File: src/rtl/dms_pkg.sv
package dms_pkg;

    // Glyph geometry fixed by the 5x7 font format
    localparam int ROWS      = 7;
    localparam int COLS      = 5;
    localparam int CODE_W    = 8;
    localparam int FONT_W    = 7;
    localparam int USER_W    = 4;
    localparam int BRIGHT_W  = 3;
    localparam int SUBSLOTS  = 15;
    localparam int ROW_W     = $clog2(ROWS);
    localparam int USER_DW   = 8;

    typedef enum logic {
        SRC_FONT = 1'b0,
        SRC_USER = 1'b1
    } glyph_src_e;

    typedef struct packed {
        glyph_src_e          src;
        logic [FONT_W-1:0]   font_idx;
        logic [USER_W-1:0]   user_idx;
    } glyph_ref_t;

    // Split a stored character code into its lookup request
    function automatic glyph_ref_t decode_code(input logic [CODE_W-1:0] code);
        glyph_ref_t r;
        r.src      = glyph_src_e'(code[CODE_W-1]);
        r.font_idx = code[FONT_W-1:0];
        r.user_idx = code[USER_W-1:0];
        return r;
    endfunction

    // Lit sub-slots per row slot for each brightness step
    function automatic logic [3:0] on_subslots(input logic [BRIGHT_W-1:0] code);
        logic [3:0] n;
        case (code)
            3'd0:    n = 4'd15;
            3'd1:    n = 4'd12;
            3'd2:    n = 4'd8;
            3'd3:    n = 4'd6;
            3'd4:    n = 4'd4;
            3'd5:    n = 4'd3;
            3'd6:    n = 4'd2;
            default: n = 4'd0;
        endcase
        return n;
    endfunction

endpackage

File: src/rtl/dms_scan_timer.sv
module dms_scan_timer #(
    parameter int SLOT_CLKS = 32,
    parameter int FLASH_DIV = 28672,
    localparam int PW = $clog2(SLOT_CLKS),
    localparam int FW = $clog2(FLASH_DIV),
    localparam int RW = dms_pkg::ROW_W
) (
    input  logic          clk,
    input  logic          rst,
    output logic [PW-1:0] phase_o,
    output logic [RW-1:0] row_o,
    output logic [RW-1:0] next_row_o,
    output logic          slot_end_o,
    output logic          dark_o
);
    import dms_pkg::*;

    logic [PW-1:0] phase_q;
    logic [RW-1:0] row_q;
    logic [FW-1:0] ftmr_q;
    logic          slot_end;
    logic [RW-1:0] row_nxt;

    assign slot_end = (phase_q == PW'(SLOT_CLKS - 1));
    assign row_nxt  = (row_q == RW'(ROWS - 1)) ? '0 : row_q + 1'b1;

    always_ff @(posedge clk) begin
        if (rst) begin
            phase_q <= '0;
            row_q   <= '0;
            ftmr_q  <= '0;
        end else begin
            phase_q <= slot_end ? '0 : phase_q + 1'b1;
            if (slot_end)
                row_q <= row_nxt;
            ftmr_q <= (ftmr_q == FW'(FLASH_DIV - 1)) ? '0 : ftmr_q + 1'b1;
        end
    end

    assign phase_o    = phase_q;
    assign row_o      = row_q;
    assign next_row_o = row_nxt;
    assign slot_end_o = slot_end;
    assign dark_o     = (ftmr_q >= FW'(FLASH_DIV / 2));


    row_hold_chk: assert property (@(posedge clk) disable iff (rst)
        (!slot_end) |=> $stable(row_q));


    row_step_chk: assert property (@(posedge clk) disable iff (rst)
        (slot_end && row_q != RW'(ROWS - 1)) |=> (row_q == $past(row_q) + 1'b1));


    dark_rise_chk: assert property (@(posedge clk) disable iff (rst)
        $rose(dark_o) |-> (ftmr_q == FW'(FLASH_DIV / 2)));

endmodule

File: src/rtl/dms_glyph_fetch.sv
module dms_glyph_fetch #(
    parameter int N_CHARS   = 8,
    parameter int SLOT_CLKS = 32,
    localparam int PW   = $clog2(SLOT_CLKS),
    localparam int CW   = (N_CHARS > 1) ? $clog2(N_CHARS) : 1,
    localparam int RW   = dms_pkg::ROW_W,
    localparam int PIXW = N_CHARS * dms_pkg::COLS
) (
    input  logic                                   clk,
    input  logic                                   rst,
    input  logic [N_CHARS*dms_pkg::CODE_W-1:0]     char_codes,
    input  logic [PW-1:0]                          phase_i,
    input  logic [RW-1:0]                          next_row_i,
    input  logic                                   slot_end_i,
    output logic [dms_pkg::FONT_W-1:0]             font_idx,
    output logic [RW-1:0]                          font_row,
    input  logic [dms_pkg::COLS-1:0]               font_data,
    output logic [dms_pkg::USER_W-1:0]             user_idx,
    output logic [RW-1:0]                          user_row,
    input  logic [dms_pkg::USER_DW-1:0]            user_data,
    output logic [PIXW-1:0]                        active_o
);
    import dms_pkg::*;

    logic                 fetch_act;
    logic [CW-1:0]        sel;
    logic [CODE_W-1:0]    code;
    glyph_ref_t           gref;
    logic [COLS-1:0]      pat;
    logic [COLS-1:0]      shadow_q [N_CHARS];
    logic [COLS-1:0]      active_q [N_CHARS];

    assign fetch_act = (int'(phase_i) < N_CHARS);
    assign sel       = CW'(phase_i);
    assign code      = char_codes[int'(sel)*CODE_W +: CODE_W];
    assign gref      = decode_code(code);

    assign font_idx  = gref.font_idx;
    assign font_row  = next_row_i;
    assign user_idx  = gref.user_idx;
    assign user_row  = next_row_i;

    always_comb begin
        if (gref.src == SRC_USER)
            pat = user_data[COLS-1:0];
        else
            pat = font_data;
    end

    always_ff @(posedge clk) begin
        if (rst) begin
            for (int g = 0; g < N_CHARS; g++) begin
                shadow_q[g] <= '0;
                active_q[g] <= '0;
            end
        end else begin
            if (fetch_act)
                shadow_q[sel] <= pat;
            if (slot_end_i)
                for (int g = 0; g < N_CHARS; g++)
                    active_q[g] <= shadow_q[g];
        end
    end

    for (genvar g = 0; g < N_CHARS; g++) begin : g_out
        assign active_o[g*COLS +: COLS] = active_q[g];


        swap_chk: assert property (@(posedge clk) disable iff (rst)
            slot_end_i |=> (active_q[g] == $past(shadow_q[g])));


        hold_chk: assert property (@(posedge clk) disable iff (rst)
            (!slot_end_i) |=> $stable(active_q[g]));
    end

endmodule

File: src/rtl/dms_pixel_gate.sv
module dms_pixel_gate #(
    parameter int N_CHARS   = 8,
    parameter int SLOT_CLKS = 32,
    parameter int SUB_CLKS  = 2,
    localparam int PW   = $clog2(SLOT_CLKS),
    localparam int RW   = dms_pkg::ROW_W,
    localparam int PIXW = N_CHARS * dms_pkg::COLS
) (
    input  logic                           clk,
    input  logic                           rst,
    input  logic [PIXW-1:0]                active_i,
    input  logic [PW-1:0]                  phase_i,
    input  logic [RW-1:0]                  row_i,
    input  logic                           dark_i,
    input  logic [dms_pkg::BRIGHT_W-1:0]   bright_code,
    input  logic                           flash_en,
    input  logic                           blink_en,
    input  logic [N_CHARS-1:0]             flash_attr,
    output logic [dms_pkg::ROWS-1:0]       row_sel,
    output logic [PIXW-1:0]                col_data
);
    import dms_pkg::*;

    logic lit;

    always_comb begin
        lit = (int'(phase_i) < SUB_CLKS * int'(on_subslots(bright_code)));
    end

    for (genvar r = 0; r < ROWS; r++) begin : g_row
        assign row_sel[r] = (row_i == RW'(r));
    end

    for (genvar g = 0; g < N_CHARS; g++) begin : g_chr
        logic hide;
        assign hide = dark_i & (blink_en | (flash_en & flash_attr[g]));
        assign col_data[g*COLS +: COLS] = (lit && !hide) ? active_i[g*COLS +: COLS] : '0;
    end


    row_onehot_chk: assert property (@(posedge clk) disable iff (rst)
        $countones(row_sel) == 1);


    blank_chk: assert property (@(posedge clk) disable iff (rst)
        (bright_code == 3'b111) |-> (col_data == '0));


    blink_dark_chk: assert property (@(posedge clk) disable iff (rst)
        (blink_en && dark_i) |-> (col_data == '0));


    guard_dark_chk: assert property (@(posedge clk) disable iff (rst)
        (int'(phase_i) >= SUB_CLKS * SUBSLOTS) |-> (col_data == '0));


    attr_ignored_chk: assert property (@(posedge clk) disable iff (rst)
        (!flash_en && !blink_en && bright_code == 3'b000 && int'(phase_i) < SUB_CLKS * SUBSLOTS)
        |-> (col_data == active_i));

endmodule

File: src/rtl/dotmatrix_scan_ctrl.sv
module dotmatrix_scan_ctrl #(
    parameter int N_CHARS   = 8,
    parameter int SLOT_CLKS = 32,
    parameter int SUB_CLKS  = 2,
    parameter int FLASH_DIV = 28672,
    localparam int PW    = $clog2(SLOT_CLKS),
    localparam int RW    = dms_pkg::ROW_W,
    localparam int PIXW  = N_CHARS * dms_pkg::COLS,
    localparam int CODEW = N_CHARS * dms_pkg::CODE_W
) (
    input  logic                          clk,
    input  logic                          rst,
    input  logic [CODEW-1:0]              char_codes,
    input  logic [N_CHARS-1:0]            flash_attr,
    input  logic [dms_pkg::BRIGHT_W-1:0]  bright_code,
    input  logic                          flash_en,
    input  logic                          blink_en,
    output logic [dms_pkg::FONT_W-1:0]    font_idx,
    output logic [RW-1:0]                 font_row,
    input  logic [dms_pkg::COLS-1:0]      font_data,
    output logic [dms_pkg::USER_W-1:0]    user_idx,
    output logic [RW-1:0]                 user_row,
    input  logic [dms_pkg::USER_DW-1:0]   user_data,
    output logic [dms_pkg::ROWS-1:0]      row_sel,
    output logic [PIXW-1:0]               col_data
);

    logic [PW-1:0]   phase;
    logic [RW-1:0]   row;
    logic [RW-1:0]   next_row;
    logic            slot_end;
    logic            dark;
    logic [PIXW-1:0] active;

    dms_scan_timer #(
        .SLOT_CLKS (SLOT_CLKS),
        .FLASH_DIV (FLASH_DIV)
    ) u_timer (
        .clk        (clk),
        .rst        (rst),
        .phase_o    (phase),
        .row_o      (row),
        .next_row_o (next_row),
        .slot_end_o (slot_end),
        .dark_o     (dark)
    );

    dms_glyph_fetch #(
        .N_CHARS   (N_CHARS),
        .SLOT_CLKS (SLOT_CLKS)
    ) u_fetch (
        .clk        (clk),
        .rst        (rst),
        .char_codes (char_codes),
        .phase_i    (phase),
        .next_row_i (next_row),
        .slot_end_i (slot_end),
        .font_idx   (font_idx),
        .font_row   (font_row),
        .font_data  (font_data),
        .user_idx   (user_idx),
        .user_row   (user_row),
        .user_data  (user_data),
        .active_o   (active)
    );

    dms_pixel_gate #(
        .N_CHARS   (N_CHARS),
        .SLOT_CLKS (SLOT_CLKS),
        .SUB_CLKS  (SUB_CLKS)
    ) u_gate (
        .clk         (clk),
        .rst         (rst),
        .active_i    (active),
        .phase_i     (phase),
        .row_i       (row),
        .dark_i      (dark),
        .bright_code (bright_code),
        .flash_en    (flash_en),
        .blink_en    (blink_en),
        .flash_attr  (flash_attr),
        .row_sel     (row_sel),
        .col_data    (col_data)
    );


    font_row_chk: assert property (@(posedge clk) disable iff (rst)
        $countones(row_sel << 1) == 0 |-> (font_row == '0));

endmodule

File: config.mk
export PLATFORM = sky130hd
export DESIGN_NAME = dotmatrix_scan_ctrl
export DESIGN_NICKNAME = d
export VERILOG_FILES = /design/src/rtl/dms_pkg.sv /design/src/rtl/dms_scan_timer.sv /design/src/rtl/dms_glyph_fetch.sv /design/src/rtl/dms_pixel_gate.sv /design/src/rtl/dotmatrix_scan_ctrl.sv
export SDC_FILE = /design/constraint.sdc
export NUM_CORES = 1
export LEC_CHECK = 0
export BUFFER_PORTS_ARGS = -buffer_cell sky130_fd_sc_hd__buf_2
export CAP_MARGIN = 30
export CELL_PAD_IN_SITES_DETAIL_PLACEMENT = 1
export CELL_PAD_IN_SITES_GLOBAL_PLACEMENT = 1
export CORE_UTILIZATION = 30
export CTS_CLUSTER_SIZE = 25
export DETAILED_ROUTE_END_ITERATION = 10
export PLACE_DENSITY_LB_ADDON = 0.25
export SLEW_MARGIN = 10
export SYNTH_ARGS = -nofsm -noshare
export SYNTH_HDL_FRONTEND = slang
export SYNTH_SLANG_ARGS = --single-unit
File: constraint.sdc
create_clock -name clk -period 7.2 [get_ports clk]
set_input_delay 0.72 -clock clk [delete_from_list [all_inputs] [get_ports clk]]
set_output_delay 0.72 -clock clk [all_outputs]
set_load 0.005 [all_outputs]
==> flow_summary.json <==
{
  "n_antenna_cell": 0,
  "fraction_of_the_mapped_netlist_area_in_compound_gates": 0.05588,
  "synth_largest_type_area_fraction": 0.4706,
  "num_vias": 3865,
  "design.core.area_um2": 16580,
  "clk_pin_slew_ns": 0.07,
  "rr_startpoint": "u_timer.phase_o[0]",
  "synth-simple-area-share": 0.2358,
  "grt_first_pass_wirelength_mm": 20.56,
  "floorplan.rows": 47,
  "power_per_cell_area_nw_per_um2": 212.1,
  "final_cell_count_no_fill": 829,
  "drtPass1Iterations": 4,
  "post_synth_fa_ha_maj_area_fraction": 0.01961,
  "die_height_um": 132.4,
  "first_iter_violations": 191,
  "critical_path_arrival_ns": 2.76,
  "yosysWarnings": 0,
  "grt.overflow.total": 0,
  "clk-insertion-delay-late_ns": 0.34,
  "io_buffers": 152,
  "clk_path_buf_depth": 2,
  "layout.nets": 704,
  "synth_top_flop_cell": "sky130_fd_sc_hd__edfxtp_1",
  "timing.critical_path.buf_inv": 3,
  "fin_ws_ns": 3.721,
  "max_clock_freq_mhz": 287.4,
  "total_count_of_max_transition_violations_in_the_final_report": 0,
  "grt_usage": 0.1515,
  "synth.largest_area_cell": "sky130_fd_sc_hd__edfxtp_1",
  "ioPinCount": 156,
  "clk_root_buffer_cell": "sky130_fd_sc_hd__clkbuf_16",
  "cts_htree_levels": 3,
  "die_width_um": 132.4,
  "detailed_place_hpwl_mm": 9.502,
  "wl_mm": 12.69,
  "setup_viol": 0,
  "cts.sinks": 103,
  "worst-path-max-fanout": 40,
  "worst_pin_slew_ns": 0.8607,
  "final_min_period_over_clock_period": 0.4832,
  "hp-start": "u_timer.ftmr_q[0]",
  "ys_async_sr_fraction": 0,
  "synth_fp_nets": 566,
  "max-vdd-ir-drop_mv": 0.1587,
  "post_synth_xor_area_fraction": 0.02745,
  "synth.area.top_cells": "sky130_fd_sc_hd__edfxtp_1 47%, sky130_fd_sc_hd__dfxtp_1 9.0%, sky130_fd_sc_hd__nor2_1 5.9%",
  "origin_of_the_worst_setup_path": "bright_code[2]",
  "synth.yosys.seq_area_share": 0.5608,
  "tritoncts.num_buffers": 9,
  "synth_top_family_by_area": "simple AND/OR/NAND/NOR gates",
  "timing.critical_path.required_ns": 6.48,
  "outcome": "finished, final reports clean",
  "crit_path_cell_trace": "buf_2, xnor2_1, xnor2_1, ha_1, a21boi_0, o211a_1, a211oi_2, buf_4, and3_1, buf_2",
  "cellLeakagePower_nw": 2.705,
  "share_of_cells_above_drive_strength_1": 0.3317,
  "hold_viol": 0,
  "synth.lib_cells_used.distinct": 49,
  "post_synth_edffs": 80,
  "worstSetupEndpointType": "primary output",
  "timing.critical_path.slowest_stage_cell": "sky130_fd_sc_hd__buf_4",
  "netlist_top_cells_count": "80 x sky130_fd_sc_hd__edfxtp_1, 80 x sky130_fd_sc_hd__nor2_1, 43 x sky130_fd_sc_hd__and3_1, 33 x sky130_fd_sc_hd__and2_1, 23 x sky130_fd_sc_hd__dfxtp_1",
  "postSynthAreaPerCell_um2": 10.95,
  "grt_start_max_net_pins": 41,
  "start_kind": "primary input",
  "cts.repair_timing.setup_buffer_count": 0,
  "cts_tree": "done",
  "layout_area_overhead_pct": 24.24,
  "gp_congestion": 0.7792,
  "finalSetupTns_ns": 0,
  "drtAntennaViolNets": 0,
  "worst_slew_margin_rel": 0.4148,
  "routed_wire_length_per_instance_um": 15.31,
  "slowest_delay_ns": 0.32,
  "grt_pass1_vias": 3983,
  "postSynthRegisterBits": 103,
  "ctsHoldBuffers": 0,
  "detail_route.vias_per_cell": 4.662,
  "floorplan.initialDensity": 0.3078,
  "design.die.area_um2": 17540,
  "clock_skew_ns": 0.003468,
  "cpLargestDelayFamily": "compound AO/OA/AOI/OAI gates",
  "grt_antenna_before_repair": 0,
  "number_of_gates_resized_after_cts": 0,
  "cap_violations": 0,
  "hold_slack_ns": 0.4770,
  "synthesis.area_um2": 5105,
  "criticalPathCategory": "primary input to primary output",
  "drt_drc_violations_left": 0,
  "synth_cells": 466,
  "min-delay-path-class": "register to register",
  "place_ws_ns": 3.724,
  "placed_cells_incl_taps": 813,
  "rsz0062_at_grt": "false",
  "final.min_clock_period_ns": 3.479,
  "post_synthesis_mux_area_share": 0.06495
}
## cells by family (layout without fill, tap and decap cells)
family / after synthesis / in the layout
xor+xnor: 16 / 16
buf+inv: 40 / 183
mux: 25 / 25
compound gates: 40 / 40
simple gates: 234 / 234
fa+ha+maj: 8 / 8
flops: 103 / 103
## report_power, final
| group | total [mW] | switching (mW) | internal (mW) |
|---|---|---|---|
| Sequential | 0.675 | 0.00927 | 0.666 |
| Clock | 0.476 | 0.206 | 0.270 |
| Combinational | 0.194 | 0.107 | 0.0868 |
## cell type report
class,count,area [µm²]
fill,1899,10240
timing repair buffer,158,814.5
clock buffer,11,232.7
clock inverter,5,57.56
multi-input combinational,323,2066
sequential,103,2863
inverter,9,33.78
tap,220,275.3
## through the flow
step | cell area (µm²) | total power, mW | util
2_1_floorplan | 5105 | 0.8009 | -
3_3_place_gp | 6028 | 0.8790 | 0.3635
3_5_place_dp | 6052 | 0.8866 | 0.3649
4_1_cts | 6342 | 1.361 | 0.3825
5_1_grt | 6342 | 1.405 | 0.3825
6_report | 6342 | 1.345 | 0.3825
## registers in the layout (all words and copies together), names as in the netlist
register          cells
u_fetch.active_q     40
u_fetch.shadow_q     40
u_timer.ftmr_q       15
u_timer.row_o         3
u_timer.phase_o       5
## routing by layer
metal	routed length, µm	global-route usage	vias to the layer above
met5	0	0	-
met2	6230	0.2711	144
met4	189	0.05364	0
met3	715	0.02950	10
met1	5555	0.1803	1807
li1	-	-	1904
## layout by cell type, fill, tap and decap left out, types with 11 or more instances in the layout
master,instances
sky130_fd_sc_hd__nor2b_1,12
sky130_fd_sc_hd__edfxtp_1,80
sky130_fd_sc_hd__nand2_1,21
sky130_fd_sc_hd__buf_2,152
sky130_fd_sc_hd__and2_1,33
sky130_fd_sc_hd__nor2_1,80
sky130_fd_sc_hd__and3_1,43
sky130_fd_sc_hd__xnor2_1,11
sky130_fd_sc_hd__dfxtp_1,23
sky130_fd_sc_hd__a21oi_1,14
## worst reg2reg max path: stages (launching register included)
cell	delay, ns
sky130_fd_sc_hd__dfxtp_1	0.84
sky130_fd_sc_hd__nor2_1	0.20
sky130_fd_sc_hd__a32o_1	0.29
sky130_fd_sc_hd__a211oi_4	0.47
sky130_fd_sc_hd__mux2i_2	0.80
sky130_fd_sc_hd__nor2_1	0.10
## path summary, 6_finish.rpt
path,to,slack [ns],cells after the start
setup / recovery,col_data[21],3.72,10
setup reg to reg,u_fetch.shadow_q[7][4],4.22,5
hold / removal,u_timer.ftmr_q[0],0.48,1
hold reg to reg,u_timer.ftmr_q[0],0.48,1
Power figures use the tool's default switching activity.
